### src/rtl/cal_gain_pkg.sv
package cal_gain_pkg;
  typedef enum logic [1:0] {
    LVL_THR_LO = 2'd0,
    LVL_THR_HI = 2'd1,
    LVL_POS    = 2'd2,
    LVL_NEG    = 2'd3
  } cal_lvl_e;

  typedef enum logic [1:0] {
    PH_IDLE = 2'd0,
    PH_GE   = 2'd1,
    PH_BE   = 2'd2,
    PH_DIST = 2'd3
  } cal_phase_e;
endpackage

### src/rtl/cal_gain_sched.sv
module cal_gain_sched
  import cal_gain_pkg::*;
#(
  parameter int FIRST_G = 4,
  parameter int G_UPD   = 1024,
  parameter int B_UPD   = 256,
  parameter int N_CYC   = 8
) (
  input  logic       clk_i,
  input  logic       rst_ni,
  input  logic       start_i,
  input  logic       accept_i,
  input  logic       restart_i,
  input  logic       abort_i,
  output cal_phase_e phase_o,
  output logic [1:0] sub_o,
  output logic       busy_o,
  output logic       done_o,
  output cal_lvl_e   lvl_o,
  output logic       cmp_o
);
  localparam int MAX_G   = (FIRST_G > G_UPD) ? FIRST_G : G_UPD;
  localparam int MAX_UPD = (MAX_G > B_UPD) ? MAX_G : B_UPD;
  localparam int UW      = $clog2(MAX_UPD + 1);
  localparam int CW      = $clog2(N_CYC + 1) + 1;
  localparam logic [UW-1:0] FIRST_LAST = UW'(FIRST_G - 1);
  localparam logic [UW-1:0] G_LAST     = UW'(G_UPD - 1);
  localparam logic [UW-1:0] B_LAST     = UW'(B_UPD - 1);
  localparam logic [CW-1:0] CYC_LAST   = CW'(N_CYC);

  cal_phase_e      phase_q;
  logic [1:0]      sub_q;
  logic [UW-1:0]   upd_q, upd_last;
  logic [CW-1:0]   cyc_q;
  logic            first_q, done_q, grp_last;

  assign grp_last = (phase_q == PH_GE) ? (sub_q == 2'd3) : (sub_q == 2'd1);
  assign upd_last = first_q ? FIRST_LAST : ((phase_q == PH_GE) ? G_LAST : B_LAST);

  always_ff @(posedge clk_i or negedge rst_ni) begin
    if (!rst_ni) begin
      phase_q <= PH_IDLE;
      sub_q   <= 2'd0;
      upd_q   <= '0;
      cyc_q   <= '0;
      first_q <= 1'b1;
      done_q  <= 1'b0;
    end else begin
      done_q <= 1'b0;
      if (phase_q == PH_IDLE) begin
        if (start_i) begin
          phase_q <= PH_GE;
          sub_q   <= 2'd0;
          upd_q   <= '0;
          cyc_q   <= '0;
          first_q <= 1'b1;
        end
      end else if (abort_i) begin
        phase_q <= PH_IDLE;
      end else if (accept_i) begin
        sub_q <= grp_last ? 2'd0 : sub_q + 2'd1;
        if (grp_last) begin
          case (phase_q)
            PH_GE: begin
              if (upd_q == upd_last) begin
                upd_q   <= '0;
                phase_q <= first_q ? PH_DIST : PH_BE;
              end else begin
                upd_q <= upd_q + UW'(1);
              end
            end
            PH_BE: begin
              if (restart_i) begin
                phase_q <= PH_GE;
                upd_q   <= '0;
                cyc_q   <= '0;
                first_q <= 1'b1;
              end else if (upd_q == upd_last) begin
                upd_q   <= '0;
                phase_q <= PH_DIST;
              end else begin
                upd_q <= upd_q + UW'(1);
              end
            end
            PH_DIST: begin
              if (cyc_q == CYC_LAST) begin
                phase_q <= PH_IDLE;
                done_q  <= 1'b1;
              end else begin
                cyc_q   <= cyc_q + CW'(1);
                first_q <= 1'b0;
                phase_q <= PH_GE;
              end
            end
            default: ;
          endcase
        end
      end
    end
  end

  always_comb begin
    lvl_o = LVL_POS;
    cmp_o = 1'b0;
    case (phase_q)
      PH_GE: begin
        lvl_o = sub_q[1] ? LVL_THR_HI : LVL_THR_LO;
        cmp_o = ~sub_q[0];
      end
      PH_BE, PH_DIST: lvl_o = sub_q[0] ? LVL_NEG : LVL_POS;
      default: ;
    endcase
  end

  assign phase_o = phase_q;
  assign sub_o   = sub_q;
  assign busy_o  = (phase_q != PH_IDLE);
  assign done_o  = done_q;
endmodule

### src/rtl/cal_gain_dp.sv
module cal_gain_dp
  import cal_gain_pkg::*;
#(
  parameter int MEAS_W     = 16,
  parameter int COEF_W     = 20,
  parameter int MU_SHIFT   = 5,
  parameter int GE_INIT    = 16384,
  parameter int GE_BACKOFF = 1024
) (
  input  logic                     clk_i,
  input  logic                     rst_ni,
  input  logic                     load_i,
  input  logic                     accept_i,
  input  cal_phase_e               phase_i,
  input  logic [1:0]               sub_i,
  input  logic signed [MEAS_W-1:0] meas_i,
  output logic signed [COEF_W-1:0] ge_o,
  output logic signed [COEF_W-1:0] be_o,
  output logic                     restart_o
);
  localparam int DW    = MEAS_W + 2;
  localparam int PW    = MEAS_W + 1;
  localparam int EXT_W = ((COEF_W > DW) ? COEF_W : DW) + 2;
  localparam logic signed [EXT_W-1:0] SAT_HI = {{(EXT_W-COEF_W+1){1'b0}}, {(COEF_W-1){1'b1}}};
  localparam logic signed [EXT_W-1:0] SAT_LO = {{(EXT_W-COEF_W+1){1'b1}}, {(COEF_W-1){1'b0}}};
  localparam logic signed [COEF_W-1:0] INIT_V = COEF_W'(GE_INIT);

  function automatic logic signed [COEF_W-1:0] sat_f(input logic signed [EXT_W-1:0] v);
    if (v > SAT_HI)      return SAT_HI[COEF_W-1:0];
    else if (v < SAT_LO) return SAT_LO[COEF_W-1:0];
    else                 return v[COEF_W-1:0];
  endfunction

  logic signed [MEAS_W-1:0] m0_q, m1_q, m2_q;
  logic signed [PW-1:0]     bdist_q, pair;
  logic signed [DW-1:0]     g_sum, g_step, b_err, b_step;
  logic signed [COEF_W-1:0] ge_q, be_q, init_q, ge_cand, be_cand, init_cand;
  logic                     grp_end, be_pos, be_neg, flip;

  assign g_sum  = DW'(m0_q) - DW'(m1_q) + DW'(m2_q) - DW'(meas_i);
  assign g_step = g_sum >>> (MU_SHIFT + 1);
  assign pair   = PW'(m0_q) - PW'(meas_i);
  assign b_err  = DW'(pair) - DW'(bdist_q);
  assign b_step = b_err >>> MU_SHIFT;

  assign ge_cand   = sat_f(EXT_W'(ge_q) - EXT_W'(g_step));
  assign be_cand   = sat_f(EXT_W'(be_q) + EXT_W'(b_step));
  assign init_cand = sat_f(EXT_W'(init_q) - EXT_W'(GE_BACKOFF));

  assign grp_end = accept_i && ((phase_i == PH_GE) ? (sub_i == 2'd3) : (sub_i == 2'd1));
  assign be_pos  = !be_q[COEF_W-1] && (be_q != '0);
  assign be_neg  = be_q[COEF_W-1];
  // sign flip only from a nonzero value
  assign flip    = (be_pos && be_cand[COEF_W-1]) ||
                   (be_neg && !be_cand[COEF_W-1] && (be_cand != '0));
  assign restart_o = grp_end && (phase_i == PH_BE) && flip;

  always_ff @(posedge clk_i or negedge rst_ni) begin
    if (!rst_ni) begin
      ge_q    <= INIT_V;
      init_q  <= INIT_V;
      be_q    <= '0;
      m0_q    <= '0;
      m1_q    <= '0;
      m2_q    <= '0;
      bdist_q <= '0;
    end else if (load_i) begin
      ge_q   <= INIT_V;
      init_q <= INIT_V;
      be_q   <= '0;
    end else if (accept_i) begin
      case (sub_i)
        2'd0: m0_q <= meas_i;
        2'd1: m1_q <= meas_i;
        2'd2: m2_q <= meas_i;
        default: ;
      endcase
      if (grp_end) begin
        case (phase_i)
          PH_GE: ge_q <= ge_cand;
          PH_BE: begin
            if (flip) begin
              ge_q   <= init_cand;
              init_q <= init_cand;
              be_q   <= '0;
            end else begin
              be_q <= be_cand;
            end
          end
          PH_DIST: bdist_q <= pair;
          default: ;
        endcase
      end
    end
  end

  assign ge_o = ge_q;
  assign be_o = be_q;
endmodule

### src/rtl/cal_gain_wdog.sv
module cal_gain_wdog #(
  parameter int TMO_CYC = 4096
) (
  input  logic clk_i,
  input  logic rst_ni,
  input  logic clr_i,
  input  logic wait_i,
  input  logic accept_i,
  output logic abort_o,
  output logic timeout_o
);
  localparam int TW = $clog2(TMO_CYC + 1);
  localparam logic [TW-1:0] CNT_LAST = TW'(TMO_CYC - 1);

  logic [TW-1:0] cnt_q;
  logic          tmo_q;

  assign abort_o = wait_i && !accept_i && (cnt_q == CNT_LAST);

  always_ff @(posedge clk_i or negedge rst_ni) begin
    if (!rst_ni) begin
      cnt_q <= '0;
      tmo_q <= 1'b0;
    end else begin
      cnt_q <= (!wait_i || accept_i) ? '0 : cnt_q + TW'(1);
      if (clr_i)        tmo_q <= 1'b0;
      else if (abort_o) tmo_q <= 1'b1;
    end
  end

  assign timeout_o = tmo_q;
endmodule

### src/rtl/cal_gain_seq.sv
module cal_gain_seq
  import cal_gain_pkg::*;
#(
  parameter int MEAS_W     = 16,
  parameter int COEF_W     = 20,
  parameter int MU_SHIFT   = 5,
  parameter int FIRST_G    = 4,
  parameter int G_UPD      = 1024,
  parameter int B_UPD      = 256,
  parameter int N_CYC      = 8,
  parameter int GE_INIT    = 16384,
  parameter int GE_BACKOFF = 1024,
  parameter int TMO_CYC    = 4096
) (
  input  logic              clk_i,
  input  logic              rst_ni,
  input  logic              start_i,
  output logic              busy_o,
  output logic              done_o,
  output logic              timeout_o,
  output logic              req_valid_o,
  output logic [1:0]        req_level_o,
  output logic              req_cmp_o,
  input  logic              meas_valid_i,
  input  logic [MEAS_W-1:0] meas_i,
  output logic [COEF_W-1:0] ge_o,
  output logic [COEF_W-1:0] be_o
);
  cal_phase_e phase;
  cal_lvl_e   lvl;
  logic [1:0] sub;
  logic       busy, accept, load, restart, abort;
  logic signed [COEF_W-1:0] ge_s, be_s;

  assign accept = busy && meas_valid_i;
  assign load   = start_i && !busy;

  cal_gain_sched #(
    .FIRST_G(FIRST_G), .G_UPD(G_UPD), .B_UPD(B_UPD), .N_CYC(N_CYC)
  ) u_sched (
    .clk_i(clk_i), .rst_ni(rst_ni), .start_i(start_i), .accept_i(accept),
    .restart_i(restart), .abort_i(abort), .phase_o(phase), .sub_o(sub),
    .busy_o(busy), .done_o(done_o), .lvl_o(lvl), .cmp_o(req_cmp_o)
  );

  cal_gain_dp #(
    .MEAS_W(MEAS_W), .COEF_W(COEF_W), .MU_SHIFT(MU_SHIFT),
    .GE_INIT(GE_INIT), .GE_BACKOFF(GE_BACKOFF)
  ) u_dp (
    .clk_i(clk_i), .rst_ni(rst_ni), .load_i(load), .accept_i(accept),
    .phase_i(phase), .sub_i(sub), .meas_i(meas_i),
    .ge_o(ge_s), .be_o(be_s), .restart_o(restart)
  );

  cal_gain_wdog #(.TMO_CYC(TMO_CYC)) u_wdog (
    .clk_i(clk_i), .rst_ni(rst_ni), .clr_i(load), .wait_i(busy),
    .accept_i(accept), .abort_o(abort), .timeout_o(timeout_o)
  );

  assign busy_o      = busy;
  assign req_valid_o = busy;
  assign req_level_o = lvl;
  assign ge_o        = ge_s;
  assign be_o        = be_s;
endmodule

### config.mk
export PLATFORM = sky130hd
export DESIGN_NAME = cal_gain_seq
export DESIGN_NICKNAME = d
export VERILOG_FILES = /design/src/rtl/cal_gain_pkg.sv /design/src/rtl/cal_gain_sched.sv /design/src/rtl/cal_gain_dp.sv /design/src/rtl/cal_gain_wdog.sv /design/src/rtl/cal_gain_seq.sv
export SDC_FILE = /design/constraint.sdc
export NUM_CORES = 1
export LEC_CHECK = 0
export ABC_AREA = 1
export BUFFER_PORTS_ARGS = -buffer_cell sky130_fd_sc_hd__buf_2
export CAP_MARGIN = 10
export CORE_MARGIN = 5
export CORE_UTILIZATION = 55
export DETAILED_ROUTE_END_ITERATION = 7
export GPL_ROUTABILITY_DRIVEN = 0
export HOLD_SLACK_MARGIN = 0.1
export PLACE_DENSITY = 0.73
export SLEW_MARGIN = 20
export SYNTH_ARGS = -nofsm -noshare
export SYNTH_HDL_FRONTEND = slang
export SYNTH_HIERARCHICAL = 1
export SYNTH_SLANG_ARGS = --single-unit
### constraint.sdc
create_clock -name clk_i -period 15.98 [get_ports clk_i]
set_input_delay 2.397 -clock clk_i [delete_from_list [all_inputs] [get_ports clk_i]]
set_output_delay 2.397 -clock clk_i [all_outputs]
set_load 0.005 [all_outputs]
Yosys cells after proc, flatten, opt, wreduce, memory -nomap -nowiden
Index checks and enable logic that the tools add are counted.
- equality and inequality tests: 16
- $lt $le $gt $ge: 6
- $add $sub $neg: 12
- reduce and logical (&&, ||, !) cells: 47
- bitwise operators: 2
- muxes and demuxes: 76
- operators by type and width (kind ; count):
    2-to-1 mux 20 bit ; 19
    2-to-1 mux 11 bit ; 8
    > comparator 22 x 20 -> 1 bit, second input constant ; 3
    < comparator 22 x 20 -> 1 bit, second input constant ; 3
    one-hot mux 20 bit (2 select lines) ; 1
    nonzero test 20 bit ; 2
    2-to-1 mux 5 bit ; 7
    subtractor 16 x 16 -> 17 bit ; 2
    2-to-1 mux 2 bit ; 13
    one-hot mux 11 bit (2 select lines) ; 1
    adder 20 x 13 -> 21 bit ; 1
    2-to-1 mux 1 bit ; 21
    subtractor 20 x 12 -> 21 bit ; 1
    subtractor 20 x 12 -> 21 bit, second input constant ; 1
    adder 17 x 16 -> 18 bit ; 1
    subtractor 17 x 17 -> 18 bit ; 1
    subtractor 18 x 16 -> 18 bit ; 1
    nonzero test 2 bit ; 8
    AND reduction 3 bit ; 5
    nonzero test 3 bit ; 5
    adder 13 x 1 -> 13 bit, second input constant ; 1
    == test 13 x 12 -> 1 bit, second input constant ; 1
    2-to-1 mux 13 bit ; 1
    AND reduction 4 bit ; 3
    28 further kinds ; 49
- logic and storage cells: 174
- register bits after elaboration: 161

Logic depth before layout (Yosys ltp)
- depth after elaboration: 17
- mapped depth: 48

Hierarchy
Netlist, hierarchy kept.
- by module, submodules not included (module ; times used ; cells each ; area an instance (um2) ; seq. area each (um2)):
    cal_gain_dp ; 1 ; 1539 ; 10954.3 ; 3130.5
    cal_gain_sched ; 1 ; 199 ; 1417.6 ; 551.8
    cal_gain_wdog ; 1 ; 89 ; 724.4 ; 350.3
    cal_gain_seq ; 1 ; 5 ; 22.5 ; 0.0

Least setup slack after synthesis
Ideal clock, no wire load.
- path kind: input-to-reg
- from: input meas_i[0]
- to: register u_sched.phase_q[1], in the netlist u_sched/phase_o[1]
- slack: 8002 ps
- data arrival time: 7913 ps
- setup time: 65 ps
- required time: 15915 ps
- stages: 44
- path buffers: 2
- cell sequence: ha_1 > fa_1 > o21ai_0 > nand2_1 > o211ai_1 > nand3_1 > nand2_1 > nand3_1 > nand2_1 > xor2_1 > ha_1 > nand2_1 > nor2_1 > nand3_1 > o2111ai_1 > nand4_1 > nand4_1 > o21ai_0 > [... 8 more ...] > nand2_2 > buf_6 > o21ai_1 > nand3_1 > nor2_1 > nand3_1 > nand2_2 > nand2_2 > nand2_1 > inv_2 > buf_6 > o21ai_1 > nand2_1 > nor2_1 > nand2_1 > nand2_1 > nand2_1 > nand2_1
- word-level cells in the longest chain between the ends: 17
- RTL lines (what ; line ; source):
    start: declaration ; cal_gain_seq.sv:25 ; input logic [MEAS_W-1:0] meas_i,
    subtractor 16 x 16 -> 17 bit (*) ; cal_gain_dp.sv:42 ; assign pair = PW'(m0_q) - PW'(meas_i);
    named net u_dp.pair[12] ; cal_gain_dp.sv:35 ; logic signed [PW-1:0] bdist_q, pair;
    subtractor 17 x 17 -> 18 bit (*) ; cal_gain_dp.sv:43 ; assign b_err = DW'(pair) - DW'(bdist_q);
    adder 20 x 13 -> 21 bit (*) ; cal_gain_dp.sv:47 ; assign be_cand = sat_f(EXT_W'(be_q) + EXT_W'(b_step));
    < comparator 22 x 20 -> 1 bit ; cal_gain_dp.sv:30 ; else if (v < SAT_LO) return SAT_LO[COEF_W-1:0];
    2-to-1 mux 20 bit ; cal_gain_dp.sv:30 ;
    2-to-1 mux 20 bit (*) ; cal_gain_dp.sv:29 ; if (v > SAT_HI) return SAT_HI[COEF_W-1:0];
    parallel branches: the longest is 3 deep, another holds nonzero test 20 bit ; -- ;
    logical OR 1 bit (*) ; cal_gain_dp.sv:54 ; assign flip = (be_pos && be_cand[COEF_W-1]) ||
    logical AND 1 bit (*) ; cal_gain_dp.sv:56 ; assign restart_o = grp_end && (phase_i == PH_BE) && flip;
    named net restart ; cal_gain_seq.sv:32 ; logic busy, accept, load, restart, abort;
    2-to-1 mux 2 bit ; cal_gain_sched.sv:73 ; if (restart_i) begin
    one-hot mux 2 bit (3 select lines) ; cal_gain_sched.sv:63 ; case (phase_q)
    2-to-1 mux 2 bit ; cal_gain_sched.sv:62 ; if (grp_last) begin
    2-to-1 mux 2 bit ; cal_gain_sched.sv:60 ; end else if (accept_i) begin
    2-to-1 mux 2 bit ; cal_gain_sched.sv:58 ; end else if (abort_i) begin
    2-to-1 mux 2 bit ; cal_gain_sched.sv:50 ; if (phase_q == PH_IDLE) begin
    end signal: assignment ; cal_gain_sched.sv:67 ; phase_q <= first_q ? PH_DIST : PH_BE;
    end: declaration ; cal_gain_sched.sv:31 ; cal_phase_e phase_q;
Mark *: on every way through the listed nets, which the timed path passes. The select of a mux whose other input is x is not followed.
A chain may end at the register's enable or synchronous reset.

Worst setup path in the final report
- from: input meas_i[0]
- to: register u_dp.ge_q[8], in the netlist u_dp/ge_o[8]
- word-level cells in the longest chain between the ends: 12
- RTL lines (what ; line ; source):
    subtractor 16 x 16 -> 17 bit (*) ; cal_gain_dp.sv:42 ;
    named net u_dp.pair[12] ; cal_gain_dp.sv:35 ;
    subtractor 17 x 17 -> 18 bit (*) ; cal_gain_dp.sv:43 ;
    adder 20 x 13 -> 21 bit (*) ; cal_gain_dp.sv:47 ;
    < comparator 22 x 20 -> 1 bit ; cal_gain_dp.sv:30 ;
    2-to-1 mux 20 bit ; cal_gain_dp.sv:30 ;
    2-to-1 mux 20 bit (*) ; cal_gain_dp.sv:29 ;
    parallel branches: the longest is 3 deep, another holds nonzero test 20 bit ; -- ;
    logical OR 1 bit (*) ; cal_gain_dp.sv:54 ;
    inequality test 3 x 2 -> 1 bit (no source line) (*) ; -- ;
    AND reduction 4 bit (no source line) (*) ; -- ;
    end signal: assignment ; cal_gain_dp.sv:80 ; PH_GE: ge_q <= ge_cand;
    end signal: assignment ; cal_gain_dp.sv:83 ; ge_q <= init_cand;
    end: declaration ; cal_gain_dp.sv:37 ; logic signed [COEF_W-1:0] ge_q, be_q, init_q, ge_cand, be_cand, init_cand;
Marks and branches as above.

==> flow_summary.json <==
{
  "outcome": "finished clean",
  "grt_pass1_vias": 11260,
  "fin_crit_sh_pct": 58.96,
  "synth_nets": 1984,
  "via_per_inst": 5.387,
  "overflow": 0,
  "diodes": 0,
  "grt_max_degree": 102,
  "ios": 67,
  "drtIter0Drc": 877,
  "layout_setup_ws_ns": 6.558,
  "place_ws_ns": 6.320,
  "syn-mean-instance-area_sq_um": 7.161,
  "synth_most_common_cell": "nand2_1",
  "worstMarginPinSlew_ns": 1.042,
  "grt_pass1_wl_um": 54900,
  "cpPeakStageDelay_ns": 0.90,
  "detailed_place_hpwl_um": 24410,
  "routed_wl_um": 32240,
  "worstSetupStartpointType": "input pin",
  "htree_num_levels": 4,
  "synth_flop_cell": "dfrtp_1",
  "num_vias": 11930,
  "cap_violations": 0,
  "cts_buffer_depth": 2,
  "grtUsageTotal_pct": 24.78,
  "setup_viol_count_final": 0,
  "antenna_found_initial": 0,
  "final.min_clock_period_ns": 9.423,
  "post_cts_buffers": 0,
  "clk_latency_ns": 0.43,
  "synth_warnings": 6,
  "cts_hold_buf": 0,
  "dpl.cell_count": 2182,
  "n_fill_cell": 2203,
  "nets": 2034,
  "synth_seq_cells": 161,
  "seq_area_sq_mm": 0.004033,
  "crit_path_top_delay_cell": "nand2_1",
  "synthCells": 1832,
  "port_buffers": 66,
  "drc_errors": 0,
  "stdcell_count": 2214,
  "crit_path_frequent_cell": "nand2_1",
  "final_core_util_pct": 60.72,
  "cts_tree": "yes",
  "final_layout_size_suffix_gt1_share_pct": 8.074,
  "ys_seq_area_share_pct": 30.74,
  "synthTopCellsByArea": "dfrtp_1 (30%), nand2_1 (15%), ha_1 (9.3%)",
  "cp.required_ns": 16.34,
  "synthesis.area_sq_mm": 0.01312,
  "grt_use_met1_pct": 35.25,
  "final_antenna_net_count": 0,
  "grtUsageMet3_pct": 2.595,
  "critPathCaptureType": "flop",
  "cts_root_buf": "clkbuf_16",
  "synth_commonest_cells": "nand2_1 (529), inv_1 (242), dfrtp_1 (158)",
  "synth.distinct_cells": 50,
  "fmaxAchievable_mhz": 106.1,
  "grt_util_met2_pct": 40.31,
  "synth-edff-count": 0,
  "top_usage_layer": "met2",
  "cts_buffers": 17,
  "finalSetupTns_ns": 0,
  "multi_input_area_sq_mm": 0.007926,
  "cts_num_sinks": 161,
  "die_y_um": 164.4,
  "skew_ns": 0.01758,
  "synth_top_area_cell": "dfrtp_1",
  "coreArea_sq_mm": 0.02347,
  "clkTransAtPathRegs_ns": 0.07,
  "rows": 56,
  "yosysTopAreaCellShare_pct": 30.14,
  "hold_viol": 0,
  "hold_path.class": "flop to flop",
  "die_area_sq_mm": 0.02704,
  "cp_data_arrival_time_ns": 9.79,
  "die_x_um": 164.4,
  "path_max_fanout": 31,
  "initial_core_util_pct": 55.89,
  "relSlewSlack_pct": 30.50,
  "cts_resized": 0,
  "crit_type": "input pin to flop",
  "maxSlewViolCount": 0,
  "async_flop_share_pct": 100.0,
  "syn_to_final_growth_pct": 8.651,
  "rsz0062_at_grt": "no",
  "firstDrtPassIters": 8,
  "wire_per_inst_um": 14.56
}
[cell families after synthesis]
logic type / synth area share, %
flip-flops: 30.74
buffers and inverters: 8.898
XOR/XNOR: 4.807
AO/OA/AOI/OAI: 13.09
AND/OR/NAND/NOR: 27.88
adder cells (fa/ha/maj): 14.59
[cells in the final DEF, fill, tap and decap left out, types with 14 or more instances in the layout]
master	n
clkbuf_16	17
nand2_1	529
buf_2	65
inv_1	242
inv_2	14
fa_1	35
ha_1	97
nor3_1	15
nand4_1	28
nand3_1	105
o21bai_1	27
a21oi_1	116
xnor2_1	24
nor2_1	138
o21ai_0	120
xor2_1	48
dfrtp_1	158
[path summary, 6_finish.rpt]
check	start	end	slack, ns	depth (start not counted)
max in group asynchronous	rst_ni	u_dp/m2_q[12]$_DFFE_PN0P_	12.50	2
min in group asynchronous	rst_ni	u_dp/be_o[1]$_DFFE_PN0P_	2.10	1
hold / removal	u_dp/ge_o[14]$_DFFE_PN1P_	u_dp/ge_o[14]$_DFFE_PN1P_	0.48	2
setup / recovery	meas_i[0]	u_dp/ge_o[8]$_DFFE_PN0P_	6.56	35
hold reg to reg	u_dp/ge_o[14]$_DFFE_PN1P_	u_dp/ge_o[14]$_DFFE_PN1P_	0.48	2
setup reg to reg	u_dp/m0_q[0]$_DFFE_PN0P_	u_dp/ge_o[8]$_DFFE_PN0P_	8.20	35
[state kept, by name (all words and copies together), names as in the netlist]
signal and cells:
u_dp/be_o 20, u_dp/ge_o 20, u_dp/init_q 20, u_dp/bdist_q 17, u_dp/m0_q 16, u_dp/m1_q 16
u_dp/m2_q 16, u_wdog/cnt_q 13, u_sched/upd_q 11, u_sched/cyc_q 5, u_sched/phase_o 2, u_sched/sub_o 2
u_sched/done_o 1, u_sched/first_q 1, u_wdog/timeout_o 1
[area by class of cell]
type | count | area share, %
inverter | 259 | 6.821
clock buffer | 22 | 3.186
tap | 319 | 2.800
sequential | 161 | 28.29
multi-input combinational | 1373 | 55.61
clock inverter | 10 | 0.7198
timing repair buffer | 70 | 2.572
[critical path, delay by kind of cell]
kind                       cells  cell delay (ns)
AOI/OAI and AO/OA              7             1.94
xor gates and xnor gates       1             0.22
adders and majority gates      4             1.38
buffers and inverters          1             0.11
and+or+nand+nor               22             3.74
[through the flow]
| step | hold WS [ns] | area [sq um] |
|---|---|---|
| finish | 0.4763 | 14250 |
| floorplan | 0.4491 | 13120 |
| global route | 0.5059 | 14250 |
| detailed placement | 0.4649 | 13690 |
| CTS | 0.4790 | 14250 |
| global placement | 0.4608 | 13690 |
[per-layer routing]
| layer | wire [um] | up-vias | part of all wire, % |
|---|---|---|---|
| met4 | 649 | 0 | 2.0 |
| met5 | 0 | - | 0 |
| li1 | - | 6001 | - |
| met3 | 1521 | 50 | 4.7 |
| met1 | 15200 | 5552 | 47 |
| met2 | 14870 | 323 | 46 |
Power is not shown: default switching activity piles up to over one toggle a cycle in this logic, so the estimate is an artifact.
